$ cat src/rtl/sbus_pkg.sv
// Shared types for the single-bus sequencer: opcode values and the control word.
// Assumes an instruction word whose top two bits are the opcode.
package sbus_pkg;

    typedef enum logic [1:0] {
        OP_LOAD = 2'b00,
        OP_ADD  = 2'b01,
        OP_NOP  = 2'b10,
        OP_HALT = 2'b11
    } op_e;

    // One control step's worth of enables.
    typedef struct packed {
        logic pc_out;    // bus drivers (at most one set)
        logic z_out;
        logic mdr_out;
        logic reg_out;
        logic ira_out;
        logic mar_in;    // bus loads
        logic pc_in;
        logic ir_in;
        logic y_in;
        logic z_in;
        logic reg_in;
        logic rd_start;  // issue a memory read
        logic alu_add;   // ALU: Y + bus when set, bus + 1 otherwise
        logic use_rs;    // register file reads Rs instead of Rd
        logic wait_mem;  // step holds while a read is outstanding
        logic last;      // final step of the instruction
        logic halt;      // stop the sequencer
    } ctrl_t;

endpackage

$ cat src/rtl/sbus_seq.sv
// Step counter and control decoder.
// Produces the control word for the current step from the step number and opcode.
// Assumes: wfmc is high while a memory read is outstanding. A step with wait_mem
// set then holds and emits no enables. After a halt, all enables stay low until reset.
module sbus_seq
    import sbus_pkg::*;
#(
    parameter int STEP_W = 3
) (
    input  logic              clk,
    input  logic              rst_n,
    input  op_e               op,
    input  logic              wfmc,
    output ctrl_t             ctl,
    output logic [STEP_W-1:0] step,
    output logic              halted
);

    localparam logic [STEP_W-1:0] S1 = STEP_W'(1);
    localparam logic [STEP_W-1:0] S2 = STEP_W'(2);
    localparam logic [STEP_W-1:0] S3 = STEP_W'(3);
    localparam logic [STEP_W-1:0] S4 = STEP_W'(4);
    localparam logic [STEP_W-1:0] S5 = STEP_W'(5);
    localparam logic [STEP_W-1:0] S6 = STEP_W'(6);

    ctrl_t raw;
    logic  stall;

    // Decode the ungated control word for this step.
    always_comb begin
        raw = '0;
        case (step)
            S1: begin
                raw.pc_out   = 1'b1;
                raw.mar_in   = 1'b1;
                raw.rd_start = 1'b1;
                raw.z_in     = 1'b1;
            end
            S2: begin
                raw.z_out = 1'b1;
                raw.pc_in = 1'b1;
            end
            S3: begin
                raw.wait_mem = 1'b1;
                raw.mdr_out  = 1'b1;
                raw.ir_in    = 1'b1;
            end
            S4: begin
                case (op)
                    OP_LOAD: begin
                        raw.ira_out  = 1'b1;
                        raw.mar_in   = 1'b1;
                        raw.rd_start = 1'b1;
                    end
                    OP_ADD: begin
                        raw.reg_out = 1'b1;
                        raw.use_rs  = 1'b1;
                        raw.y_in    = 1'b1;
                    end
                    OP_NOP:  raw.last = 1'b1;
                    default: raw.halt = 1'b1;
                endcase
            end
            S5: begin
                if (op == OP_LOAD) begin
                    raw.wait_mem = 1'b1;
                end else begin
                    raw.reg_out = 1'b1;
                    raw.alu_add = 1'b1;
                    raw.z_in    = 1'b1;
                end
            end
            S6: begin
                raw.reg_in = 1'b1;
                raw.last   = 1'b1;
                if (op == OP_LOAD) raw.mdr_out = 1'b1;
                else               raw.z_out   = 1'b1;
            end
            default: raw.last = 1'b1;
        endcase
    end

    // Suppress all enables while waiting on memory or after a halt.
    always_comb begin
        stall = raw.wait_mem & wfmc;
        ctl   = (stall || halted) ? '0 : raw;
    end

    // Advance, wrap or freeze the step counter.
    always_ff @(posedge clk) begin
        if (!rst_n) begin
            step   <= S1;
            halted <= 1'b0;
        end else if (!halted && !stall) begin
            if (raw.halt)      halted <= 1'b1;
            else if (raw.last) step   <= S1;
            else               step   <= step + STEP_W'(1);
        end
    end

endmodule

$ cat src/rtl/sbus_alu.sv
// ALU with operand latch Y and result register Z.
// Z takes either bus+1 (PC increment) or Y+bus (add). Sums wrap at the data width.
module sbus_alu #(
    parameter int DATA_W = 8
) (
    input  logic              clk,
    input  logic              rst_n,
    input  logic [DATA_W-1:0] bus,
    input  logic              y_in,
    input  logic              z_in,
    input  logic              add,
    output logic [DATA_W-1:0] z
);

    logic [DATA_W-1:0] y;
    logic [DATA_W-1:0] result;

    // Select the ALU function.
    always_comb begin
        result = add ? (y + bus) : (bus + DATA_W'(1));
    end

    // Latch the first operand and the result.
    always_ff @(posedge clk) begin
        if (!rst_n) begin
            y <= '0;
            z <= '0;
        end else begin
            if (y_in) y <= bus;
            if (z_in) z <= result;
        end
    end

endmodule

$ cat src/rtl/sbus_regfile.sv
// General register file: one read port and one write port, both from or to the bus.
// Assumes the write select is stable in the write cycle. All entries clear on reset.
module sbus_regfile #(
    parameter int DATA_W = 8,
    parameter int SEL_W  = 2
) (
    input  logic              clk,
    input  logic              rst_n,
    input  logic              we,
    input  logic [SEL_W-1:0]  wsel,
    input  logic [SEL_W-1:0]  rsel,
    input  logic [DATA_W-1:0] wdata,
    output logic [DATA_W-1:0] rdata
);

    localparam int NREG = 1 << SEL_W;

    logic [DATA_W-1:0] regs [NREG];

    // Clear on reset, otherwise write the selected entry.
    always_ff @(posedge clk) begin
        for (int i = 0; i < NREG; i++) begin
            if (!rst_n)                               regs[i] <= '0;
            else if (we && (wsel == SEL_W'(i)))       regs[i] <= wdata;
        end
    end

    // Combinational read.
    always_comb begin
        rdata = regs[rsel];
    end

endmodule

$ cat src/rtl/sbus_dpath.sv
// Single-bus datapath: PC, MAR, MDR, IR, ALU and register file around one bus.
// It also holds the outstanding-read flag that the sequencer waits on.
// Assumes at most one driver enable is set per cycle; the bus is the OR of gated sources.
module sbus_dpath
    import sbus_pkg::*;
#(
    parameter int DATA_W = 8,
    parameter int SEL_W  = 2
) (
    input  logic              clk,
    input  logic              rst_n,
    input  ctrl_t             ctl,
    input  logic              mem_done,
    input  logic [DATA_W-1:0] mem_rdata,
    output logic [DATA_W-1:0] bus,
    output logic [DATA_W-1:0] pc,
    output logic [DATA_W-1:0] ir,
    output logic [DATA_W-1:0] mar,
    output logic              mem_rd,
    output logic              wfmc,
    output logic [SEL_W-1:0]  rd_sel
);

    localparam int RD_LSB  = DATA_W - 2 - SEL_W;
    localparam int RS_LSB  = RD_LSB - SEL_W;
    localparam int ADDRF_W = RD_LSB;

    logic [DATA_W-1:0] mdr;
    logic [DATA_W-1:0] z;
    logic [DATA_W-1:0] rf_rdata;
    logic [DATA_W-1:0] ir_addr;
    logic [SEL_W-1:0]  rs_sel;
    logic [SEL_W-1:0]  rf_rsel;
    logic              unused_ctl;

    // Instruction fields and the register read select.
    always_comb begin
        rd_sel     = ir[RD_LSB +: SEL_W];
        rs_sel     = ir[RS_LSB +: SEL_W];
        ir_addr    = {{(DATA_W-ADDRF_W){1'b0}}, ir[ADDRF_W-1:0]};
        rf_rsel    = ctl.use_rs ? rs_sel : rd_sel;
        unused_ctl = ^{ctl.wait_mem, ctl.last, ctl.halt};
    end

    // Shared bus: OR of the gated sources.
    always_comb begin
        bus = ({DATA_W{ctl.pc_out}}  & pc)
            | ({DATA_W{ctl.z_out}}   & z)
            | ({DATA_W{ctl.mdr_out}} & mdr)
            | ({DATA_W{ctl.reg_out}} & rf_rdata)
            | ({DATA_W{ctl.ira_out}} & ir_addr);
    end

    // PC, MAR, IR loads from the bus; MDR capture and read tracking.
    always_ff @(posedge clk) begin
        if (!rst_n) begin
            pc     <= '0;
            mar    <= '0;
            ir     <= '0;
            mdr    <= '0;
            wfmc   <= 1'b0;
            mem_rd <= 1'b0;
        end else begin
            if (ctl.pc_in)  pc  <= bus;
            if (ctl.mar_in) mar <= bus;
            if (ctl.ir_in)  ir  <= bus;
            if (mem_done && wfmc) mdr <= mem_rdata;
            if (ctl.rd_start)     wfmc <= 1'b1;
            else if (mem_done)    wfmc <= 1'b0;
            mem_rd <= ctl.rd_start;
        end
    end

    sbus_alu #(.DATA_W(DATA_W)) u_alu (
        .clk   (clk),
        .rst_n (rst_n),
        .bus   (bus),
        .y_in  (ctl.y_in),
        .z_in  (ctl.z_in),
        .add   (ctl.alu_add),
        .z     (z)
    );

    sbus_regfile #(.DATA_W(DATA_W), .SEL_W(SEL_W)) u_rf (
        .clk   (clk),
        .rst_n (rst_n),
        .we    (ctl.reg_in),
        .wsel  (rd_sel),
        .rsel  (rf_rsel),
        .wdata (bus),
        .rdata (rf_rdata)
    );

endmodule

$ cat src/rtl/sbus_cpu.sv
// Top of the single-bus control sequencer with its datapath.
// Assumes an external memory that answers each one-cycle mem_rd with a mem_done
// pulse carrying the data, after any number of cycles.
module sbus_cpu
    import sbus_pkg::*;
#(
    parameter int DATA_W = 8,
    parameter int SEL_W  = 2,
    parameter int STEP_W = 3
) (
    input  logic              clk,
    input  logic              rst_n,
    input  logic              mem_done,
    input  logic [DATA_W-1:0] mem_rdata,
    output logic              mem_rd,
    output logic [DATA_W-1:0] mem_addr,
    output logic [STEP_W-1:0] step_o,
    output logic              halted,
    output logic [DATA_W-1:0] pc_o,
    output logic [DATA_W-1:0] ir_o,
    output logic [DATA_W-1:0] bus_o,
    output logic              reg_we,
    output logic [SEL_W-1:0]  reg_wsel
);

    ctrl_t ctl;
    logic  wfmc;
    op_e   op;

    // Opcode from the top of the instruction register.
    always_comb begin
        op     = op_e'(ir_o[DATA_W-1 -: 2]);
        reg_we = ctl.reg_in;
    end

    sbus_seq #(.STEP_W(STEP_W)) u_seq (
        .clk    (clk),
        .rst_n  (rst_n),
        .op     (op),
        .wfmc   (wfmc),
        .ctl    (ctl),
        .step   (step_o),
        .halted (halted)
    );

    sbus_dpath #(.DATA_W(DATA_W), .SEL_W(SEL_W)) u_dp (
        .clk       (clk),
        .rst_n     (rst_n),
        .ctl       (ctl),
        .mem_done  (mem_done),
        .mem_rdata (mem_rdata),
        .bus       (bus_o),
        .pc        (pc_o),
        .ir        (ir_o),
        .mar       (mem_addr),
        .mem_rd    (mem_rd),
        .wfmc      (wfmc),
        .rd_sel    (reg_wsel)
    );

endmodule

$ cat config.mk
export PLATFORM = sky130hd
export DESIGN_NAME = sbus_cpu
export DESIGN_NICKNAME = d
export VERILOG_FILES = /design/src/rtl/sbus_pkg.sv /design/src/rtl/sbus_seq.sv /design/src/rtl/sbus_alu.sv /design/src/rtl/sbus_regfile.sv /design/src/rtl/sbus_dpath.sv /design/src/rtl/sbus_cpu.sv
export SDC_FILE = /design/constraint.sdc
export NUM_CORES = 1
export LEC_CHECK = 0
export BUFFER_PORTS_ARGS = -buffer_cell sky130_fd_sc_hd__buf_4
export CELL_PAD_IN_SITES_DETAIL_PLACEMENT = 0
export CELL_PAD_IN_SITES_GLOBAL_PLACEMENT = 2
export CORE_AREA = 5 5 136 112
export CTS_BUF_LIST = sky130_fd_sc_hd__clkbuf_4 sky130_fd_sc_hd__clkbuf_8 sky130_fd_sc_hd__clkbuf_16
export DETAILED_ROUTE_END_ITERATION = 10
export DIE_AREA = 0 0 141 117
export GPL_TIMING_DRIVEN = 0
export PLACE_DENSITY_LB_ADDON = 0.08
export SETUP_SLACK_MARGIN = 0.2
export SYNTH_ARGS = -nofsm -noshare
export SYNTH_HDL_FRONTEND = slang
export SYNTH_SLANG_ARGS = --single-unit
$ cat constraint.sdc
create_clock -name clk -period 6.6 [get_ports clk]
set_input_delay 1.65 -clock clk [delete_from_list [all_inputs] [get_ports clk]]
set_output_delay 1.65 -clock clk [all_outputs]
set_load 0.005 [all_outputs]
Yosys cells after proc, flatten, opt, wreduce, memory -nomap -nowiden:

Memories as Yosys holds them, arrays and structs flattened.
Index checks and enable logic that the tools add are counted.

* register bits: 54
* latch bits: 0
* memory bits (writable): 32
* memory bits (read-only): 0
* bits of input ports: 11
* output and inout port bits: 40
* logic and storage cells: 101
* memories kept: 1

* $add $sub $neg: 3
* multipliers: 0
* div/mod/pow operators: 0
* magnitude comparators: 0
* eq/ne operators: 11
* shift-type cells: 0
* mux-type cells: 45
* bitwise logic cells: 15
* reduce and logical (&&, ||, !) cells: 16

Memories
* u_dp.u_rf.regs: words 4, bits a word 8, read ports 1, clocked after Yosys merged registers in 0, wr ports 4, RTL line sbus_regfile.sv:18 `logic [DATA_W-1:0] regs [NREG];`

Operator list (number)
* 2-to-1 mux 8 bit: 5
* AND 8 bit: 4
* bitwise OR 8 bit: 4
* 2-to-1 mux 1 bit: 28
* 2-to-1 mux 17 bit: 1
* case mux 1 bit (2 select lines): 8
* == test 3 bit, second input constant: 3
* adder 8 x 1 -> 8 bit, second input constant: 1
* adder 8 bit: 1
* AND 8 x 4 -> 8 bit: 1
* == test 2 bit, second input constant: 3
* == test 3 x 2 -> 1 bit, second input constant: 2
* logical AND 1 bit: 6
* == test 2 x 1 -> 1 bit, second input constant: 2
* logical NOT 2 bit: 2
* 2-to-1 mux 2 bit: 2
* bitwise OR 1 bit: 4
* AND reduction 2 bit: 2
* OR reduction 4 bit: 1
* adder 3 x 1 -> 3 bit, second input constant: 1
* == test 3 x 1 -> 1 bit, second input constant: 1
* 2-to-1 mux 3 bit: 1
* OR reduction 3 bit: 1
* logical NOT 1 bit: 2
* other kinds (4): 4

Logic depth before layout (Yosys ltp):

Gate-level depths: netlist of run 1.

* word-level depth: 13
* mapped depth: 20

Modules after synthesis:

A second synthesis of run 1 with hierarchy kept.

* cells, all modules: 405
* area, all modules: 4239.1 µm²

Modules (own cells, without submodules)
* sbus_regfile: instances 1, cells an instance 85, area each 1432.6 µm², seq. area each 960.9 µm²
* sbus_dpath: instances 1, cells an instance 149, area each 1392.6 µm², seq. area each 680.7 µm²
* sbus_alu: instances 1, cells an instance 107, area each 944.7 µm², seq. area each 320.3 µm²
* sbus_seq: instances 1, cells an instance 64, area each 469.2 µm², seq. area each 80.1 µm²

Worst setup path before layout of run 1:

No wires, ideal clock.

* kind: reg2out
* start: register u_seq.step[1]
* end: output bus_o[1]
* arrival: 2.513 ns
* data required time: 4.950 ns
* slack: 2.437 ns
* cell stages (with the launch flop): 10
* cells stage by stage: dfxtp_1 -> inv_1 -> ha_1 -> mux2_2 -> o211a_4 -> nor3_4 -> mux2i_2 -> a211oi_1 -> o31a_2 -> inv_1

* cells in the longest elaborated chain, start to end: 10

Ends and longest elaborated chain
* start, declared: RTL line sbus_seq.sv:15 `output logic [STEP_W-1:0] step,`
* start signal, assigned: RTL line sbus_seq.sv:97 `else step <= step + STEP_W'(1);`
* == test 3 bit or == test 3 x 2 -> 1 bit (tied branches): RTL line sbus_seq.sv:32 `case (step)`
* case mux 1 bit (2 select lines): RTL line sbus_seq.sv:32
* AND 1 bit: RTL line sbus_seq.sv:85 `stall = raw.wait_mem & wfmc;`
* logical OR 1 bit: RTL line sbus_seq.sv:86 `ctl = (stall || halted) ? '0 : raw;`
* 2-to-1 mux 17 bit *: RTL line sbus_seq.sv:86
* 2-to-1 mux 2 bit, or another cell as far along: RTL line sbus_dpath.sv:41 `rf_rsel = ctl.use_rs ? rs_sel : rd_sel;`
* memory read (4 x 8 bit) or bitwise OR 8 bit (tied branches)
* AND 8 bit or bitwise OR 8 bit (tied branches): RTL line sbus_dpath.sv:50, sbus_dpath.sv:49
* bitwise OR 8 bit: RTL line sbus_dpath.sv:50 `| ({DATA_W{ctl.reg_out}} & rf_rdata)`
* bitwise OR 8 bit *: RTL line sbus_dpath.sv:51 `| ({DATA_W{ctl.ira_out}} & ir_addr);`
* end, declared: RTL line sbus_cpu.sv:21 `output logic [DATA_W-1:0] bus_o,`

Every way passes the cells marked *; elsewhere a longest branch is shown, timed or not.

Worst setup path in the final report of run 1:

* start: register u_seq.step[0]
* end: output bus_o[7]

Same word-level chain as after synthesis.

==> impl_metrics.yaml, run 1 <==
layout:
  nFillCells: 1458
  fin_util: 0.3730
  drive_above_1_share: 0.1651
  fin_nets: 546
  postLayoutCellArea_um2: 5169
  diodes: 0
  area_growth_pct: 20.54
die:
  placeableCoreArea_um2: 13860
  rows: 39
  die_area_um2: 16500
  io_pins: 51
  die_x_um: 141
  die_height_um: 117
  start_util: 0.3094
placement:
  gp_congestion: 0.8395
  dpl_cell_area_um2: 4888
  port-buffer-count: 48
  post-dp-hpwl_mm: 10.48
  post-place-ws_ns: 1.394
worst_setup_path:
  critical_path.max_fanout: 9
  critPathKind: "register to output pin"
  cp.arrival_ns: 3.95
  worstPathRequired_ns: 4.95
  critPathLaunchType: "register"
  endpoint_kind: "output pin"
grt:
  grt_pass1_vias: 3638
  grt_max_degree: 14
  grt_overflow: 0
  grt_pass1_wl_mm: 21.40
  grt_usage: 0.1745
  grt_antenna_before_repair: 0
sta:
  fin_crit_ns: 5.598
  setup_viol: 0
  fin_ws_ns: 1.002
  rsz0062_at_grt: "false"
  setup-tns-final_ns: 0
  hold_slack_ns: 0.4589
  finalMaxSlewViolations: 0
  tightest_slew_ns: 1.275
  slew_headroom: 0.1442
  fin_crit_sh: 0.8482
  max_freq_ghz: 0.1786
  hold_violations: 0
  fin_skew_ns: 0.006712
cts:
  h-tree-depth: 3
  cts_tree: "built"
  numClockSinks: 86
  cts_hold_buf: 0
  cts_buffers: 9
  clock_path_buffers: 2
  post_cts_buffers: 0
  ctsResizeCount: 0
  clk_latency_ns: 0.35
  cts_root_buf: "clkbuf_16"
  clkTransAtPathRegs_ns: 0.06
status:
  status: "completed"
synth:
  ys_ff_latch: 86
  ys_warn_count: 0
  yosysUniqueCellTypes: 53
  syn_area_per_cell_um2: 9.281
  synth-edff-count: 32
  netlist.area_leader.share: 0.2521
  syn_nets: 486
  synthArstFlopShare: 0
  yosysSeqAreaShare: 0.4762
  synthTopCellsByArea: "dfxtp_1 25%, edfxtp_1 22%, a21oi_1 5.8%"
  yosysTopAreaCell: "dfxtp_1"
  netlist_instances: 462
  ys.flop_type: "dfxtp_1"
  syn-cell-area_um2: 4288
run:
  drv_cap: 0
routing:
  routed_wl_mm: 14.02
  antenna_left: 0
  drc: 0
  first_pass_iters: 5
  wl_per_cell_um: 19.71
  viasPerCell: 5.270
  drt_iter0_markers: 204
  num_vias: 3747
power:
  power_leakage_uw: 0.002042
  p_per_area_nw_per_um2: 384.3
  p_clk_frac: 0.248
  p_int_uw: 1227
  ir_drop_mv: 0.2015
  seq_power_share: 0.365
  p_comb_frac: 0.387
  switching_power_uw: 759.0
  swShare: 0.3821
hold_path:
  hold_class: "register to register"
[flip-flops by register name (all words and copies together) (netlist names)]
register	count
u_dp.ir	8
u_dp.mar	8
u_dp.mdr	8
u_dp.mem_rd	1
u_dp.pc	8
u_dp.u_alu.y	8
u_dp.u_alu.z	8
u_dp.u_rf.regs	32
u_dp.wfmc	1
u_seq.halted	1
u_seq.step	3
[cell usage in the layout (no fill, tap or decap), types with 15 or more instances in the layout]
| cell | synthesis | layout |
|---|---|---|
| clkbuf_1 | 17 | 17 |
| nand2_1 | 22 | 22 |
| and3_1 | 18 | 18 |
| edfxtp_1 | 32 | 32 |
| o21ai_0 | 44 | 44 |
| a21oi_1 | 50 | 50 |
| dfxtp_1 | 54 | 54 |
| a211oi_1 | 16 | 16 |
| inv_1 | 19 | 19 |
| nand3_1 | 17 | 17 |
| o21a_1 | 15 | 15 |
| nor2_1 | 55 | 55 |
| buf_4 | 4 | 52 |
[final timing paths]
| check | startpoint | endpoint | slack, ns | cells past startpoint |
|---|---|---|---|---|
| hold / removal | u_dp.mdr[6] | u_dp.mdr[6] | 0.46 | 2 |
| setup reg to reg | u_seq.step[1] | u_dp.u_alu.z[6] | 1.69 | 19 |
| setup / recovery | u_seq.step[0] | bus_o[7] | 1.00 | 10 |
| hold reg to reg | u_dp.mdr[6] | u_dp.mdr[6] | 0.46 | 2 |
[through the flow]
step | power (uW) | std cells
after detailed placement | 1507 | 695
after global routing | 2113 | 711
final | 1986 | 711
after global placement | 1505 | 694
after floorplan | 1158 | 462
after CTS | 2008 | 711
[cell families after synthesis]
| logic type | count (synthesis) | synth area share |
|---|---|---|
| flops | 86 | 0.4762 |
| mux | 5 | 0.01400 |
| fa+ha+maj | 13 | 0.03968 |
| buf+inv | 46 | 0.04435 |
| compound gates | 162 | 0.2463 |
| simple gates | 148 | 0.1754 |
| xor+xnor | 2 | 0.004086 |
[worst max-delay path: stages (launching register included)]
cell	delay, ns
dfxtp_1	0.44
ha_1	0.28
ha_1	0.33
nand2_1	0.13
o21ai_0	0.43
nor2_1	0.24
nor2_1	0.69
a211oi_1	0.20
nor3_2	0.61
inv_1	0.09
buf_4	0.16
[metal layers]
metal / vias to the layer above / routed length [um] / track usage
met4: 0 / 133 / 0.04906
met5: - / 0 / 0
li1: 1824 / - / -
met1: 1838 / 7207 / 0.2462
met2: 75 / 6153 / 0.2726
met3: 10 / 522 / 0.03696
[final cells by class]
| class | instances | area (um^2) | area share |
|---|---|---|---|
| Buffer | 26 | 115.1 | 0.02227 |
| Clock buffer | 9 | 225.2 | 0.04357 |
| Clock inverter | 7 | 55.05 | 0.01065 |
| Inverter | 20 | 75.07 | 0.01452 |
| Multi-Input combinational cell | 330 | 2061 | 0.3987 |
| Sequential cell | 86 | 2042 | 0.3951 |
| Tap cell | 184 | 230.2 | 0.04454 |
| Timing Repair Buffer | 49 | 365.4 | 0.07068 |
[cell usage after synthesis, drive strengths merged (6+ instances only)]
master,number
a211oi,17
o21a,15
nor3,7
inv,19
nand3,17
buf,9
a21oi,50
o21ai,44
edfxtp,32
and3,18
o31a,10
ha,12
nor2,55
dfxtp,54
and2,10
nor2b,6
nand2,22
clkbuf,17
[power by group through the flow]
stage	combinational (uW)	clock, uW	sequential, uW
2_1_floorplan	446	0	712
3_3_place_gp	771	0	735
3_5_place_dp	770	0	736
4_1_cts	775	507	727
5_1_grt	847	526	739
6_report	769	493	724
Note: power is estimated with default switching activity, not from simulation.
==> inputs of run 2 (changes only) <==
==> constraint.sdc (replaced) <==
create_clock -name clk -period 5.3 [get_ports clk]
set_input_delay 1.325 -clock clk [delete_from_list [all_inputs] [get_ports clk]]
set_output_delay 1.325 -clock clk [all_outputs]
set_load 0.005 [all_outputs]
==> impl_metrics.yaml, run 2 (synthesized netlist as in run 1, its figures left out) <==
cts:
  cts_root_buf: "clkbuf_16"
  cts_tree: "built"
  clock_path_buffers: 2
  numClockSinks: 86
  h-tree-depth: 3
  clk_latency_ns: 0.35
  cts_buffers: 9
  clkTransAtPathRegs_ns: 0.06
layout:
  largest-register: "u_dp.u_rf.regs"
  mostFrequentLayoutCell: "buf_4"
  postLayoutCellArea_um2: 5250
  drive_above_1_share: 0.1849
  final_cells: 714
  largest_reg_flops: 32
  fin_nets: 549
  final_cell_mix: "55 x buf_4, 54 x nor2_1, 54 x dfxtp_1"
  diodes: 0
  area_growth_pct: 22.44
worst_setup_path:
  crit_buf_inv: 2
  reg2reg_from: "u_seq.step[0]"
  slowest_delay_ns: 0.46
  ff2ff_setup_slack_ns: 0.64
  endpoint_kind: "output pin"
  crit_top_cell: "ha_1"
  timing.rr.end: "u_dp.u_alu.z[6]"
  path_cells: "ha_1 -> ha_1 -> nand2_1 -> o21ai_0 -> nor2_1 -> nor2_2 -> a211oi_1 -> nor3_4 -> inv_1 -> buf_4"
  critPathLaunchType: "register"
  critical_path.max_fanout: 9
  critPathKind: "register to output pin"
  cp_top_family: "simple AND/OR/NAND/NOR gates"
  worstPathRequired_ns: 3.97
  slowest_stage: "nor2_2"
  ff2ff_path_depth: 17
  cp.arrival_ns: 3.53
placement:
  post-place-ws_ns: 0.4148
  post-dp-hpwl_mm: 10.48
  place_inst: 695
  port-buffer-count: 48
  dpl_cell_area_um2: 4888
  gp_congestion: 0.8395
die:
  rows: 39
  die_x_um: 141
  die_area_um2: 16500
  die_height_um: 117
  placeableCoreArea_um2: 13860
  io_pins: 51
  start_util: 0.3094
sta:
  finalMaxSlewViolations: 0
  fin_skew_ns: 0.008933
  fin_ws_ns: 0.4424
  max_freq_ghz: 0.2059
  fin_crit_sh: 0.9165
  setup_viol: 0
  rsz0062_at_grt: "true"
  fin_crit_ns: 4.858
  tightest_slew_ns: 1.314
  hold_violations: 0
  setup-tns-final_ns: 0
  slew_headroom: 0.1183
grt:
  grt_overflow: 0
  grt_pass1_wl_mm: 21.40
  grt_pass1_vias: 3638
  grt_max_degree: 14
  grt_usage: 0.1745
  grt_antenna_before_repair: 0
hold_path:
  hold_start: "u_dp.mdr[6]"
  hold_depth: 2
  hold_class: "register to register"
  hold_end: "u_dp.mdr[6]"
routing:
  first_pass_iters: 5
  viasPerCell: 5.283
  antenna_left: 0
  drt_iter0_markers: 187
  wl_per_cell_um: 19.76
  drc: 0
  num_vias: 3772
  routed_wl_mm: 14.11
power:
  finalPower_uw: 2496
  power_leakage_uw: 0.002077
  ir_drop_mv: 0.2515
  p_per_area_nw_per_um2: 475.4
status:
  status: "completed"
run:
  drv_cap: 0
==> run 2: worst max-delay path by stage <==
| stage | from | end | slack, ns | cells after the start |
|---|---|---|---|---|
| 3_5_place_dp | u_seq.step[1] | u_dp.u_alu.z[6] | 0.41 | 19 |
| 4_1_cts | u_seq.step[1] | bus_o[4] | 0.25 | 11 |
| 3_3_place_gp | u_seq.step[0] | bus_o[7] | 0.34 | 10 |
| 2_1_floorplan | u_seq.step[1] | u_dp.u_alu.z[6] | 1.21 | 19 |
| 6_report | u_seq.step[0] | bus_o[7] | 0.44 | 10 |
| 5_1_grt | u_seq.step[0] | bus_o[7] | 0.14 | 10 |
==> run 2: final cells by class <==
class                      count  area (um^2)
clock buffer                   9        225.2
clock inverter                 7        55.05
tap                          184        230.2
sequential                    86         2042
buffer                        26        115.1
fill                        1449         8608
inverter                      20        75.07
timing repair buffer          52        387.9
multi-input combinational    330         2120
==> run 2: through the flow <==
stage | utilization | hold WS [ns]
2_1_floorplan | - | 0.4359
3_3_place_gp | 0.3520 | 0.4537
3_5_place_dp | 0.3527 | 0.4537
4_1_cts | 0.3731 | 0.4621
5_1_grt | 0.3788 | 0.4792
6_report | 0.3788 | 0.4585
==> run 2: repair_timing <==
item / CTS / global route
gates resized for setup: 1 / 9
pin swaps: 0 / 2
setup endpoints to repair: 1 / 11
setup buffers: 0 / 3
hold buffers: 0 / 0
==> run 2: worst min-delay path: stages, from the launching register on <==
cell and delay [ns]:
dfxtp_1 0.31, nand2_1 0.05, a21oi_1 0.05
==> run 2: metal layers <==
layer  up-vias  GRT usage  share of wire
li1       1831          -              -
met1      1845     0.2462           0.49
met2        85     0.2726           0.45
met3        11    0.03696          0.050
met4         0    0.04906         0.0089
met5         -          0              0
==> run 2: report_power, final <==
group / switching, uW / total (uW) / internal [uW]
clock: 261 / 618 / 357
sequential: 108 / 905 / 797
combinational: 590 / 972 / 383
total: 959 / 2500 / 1540
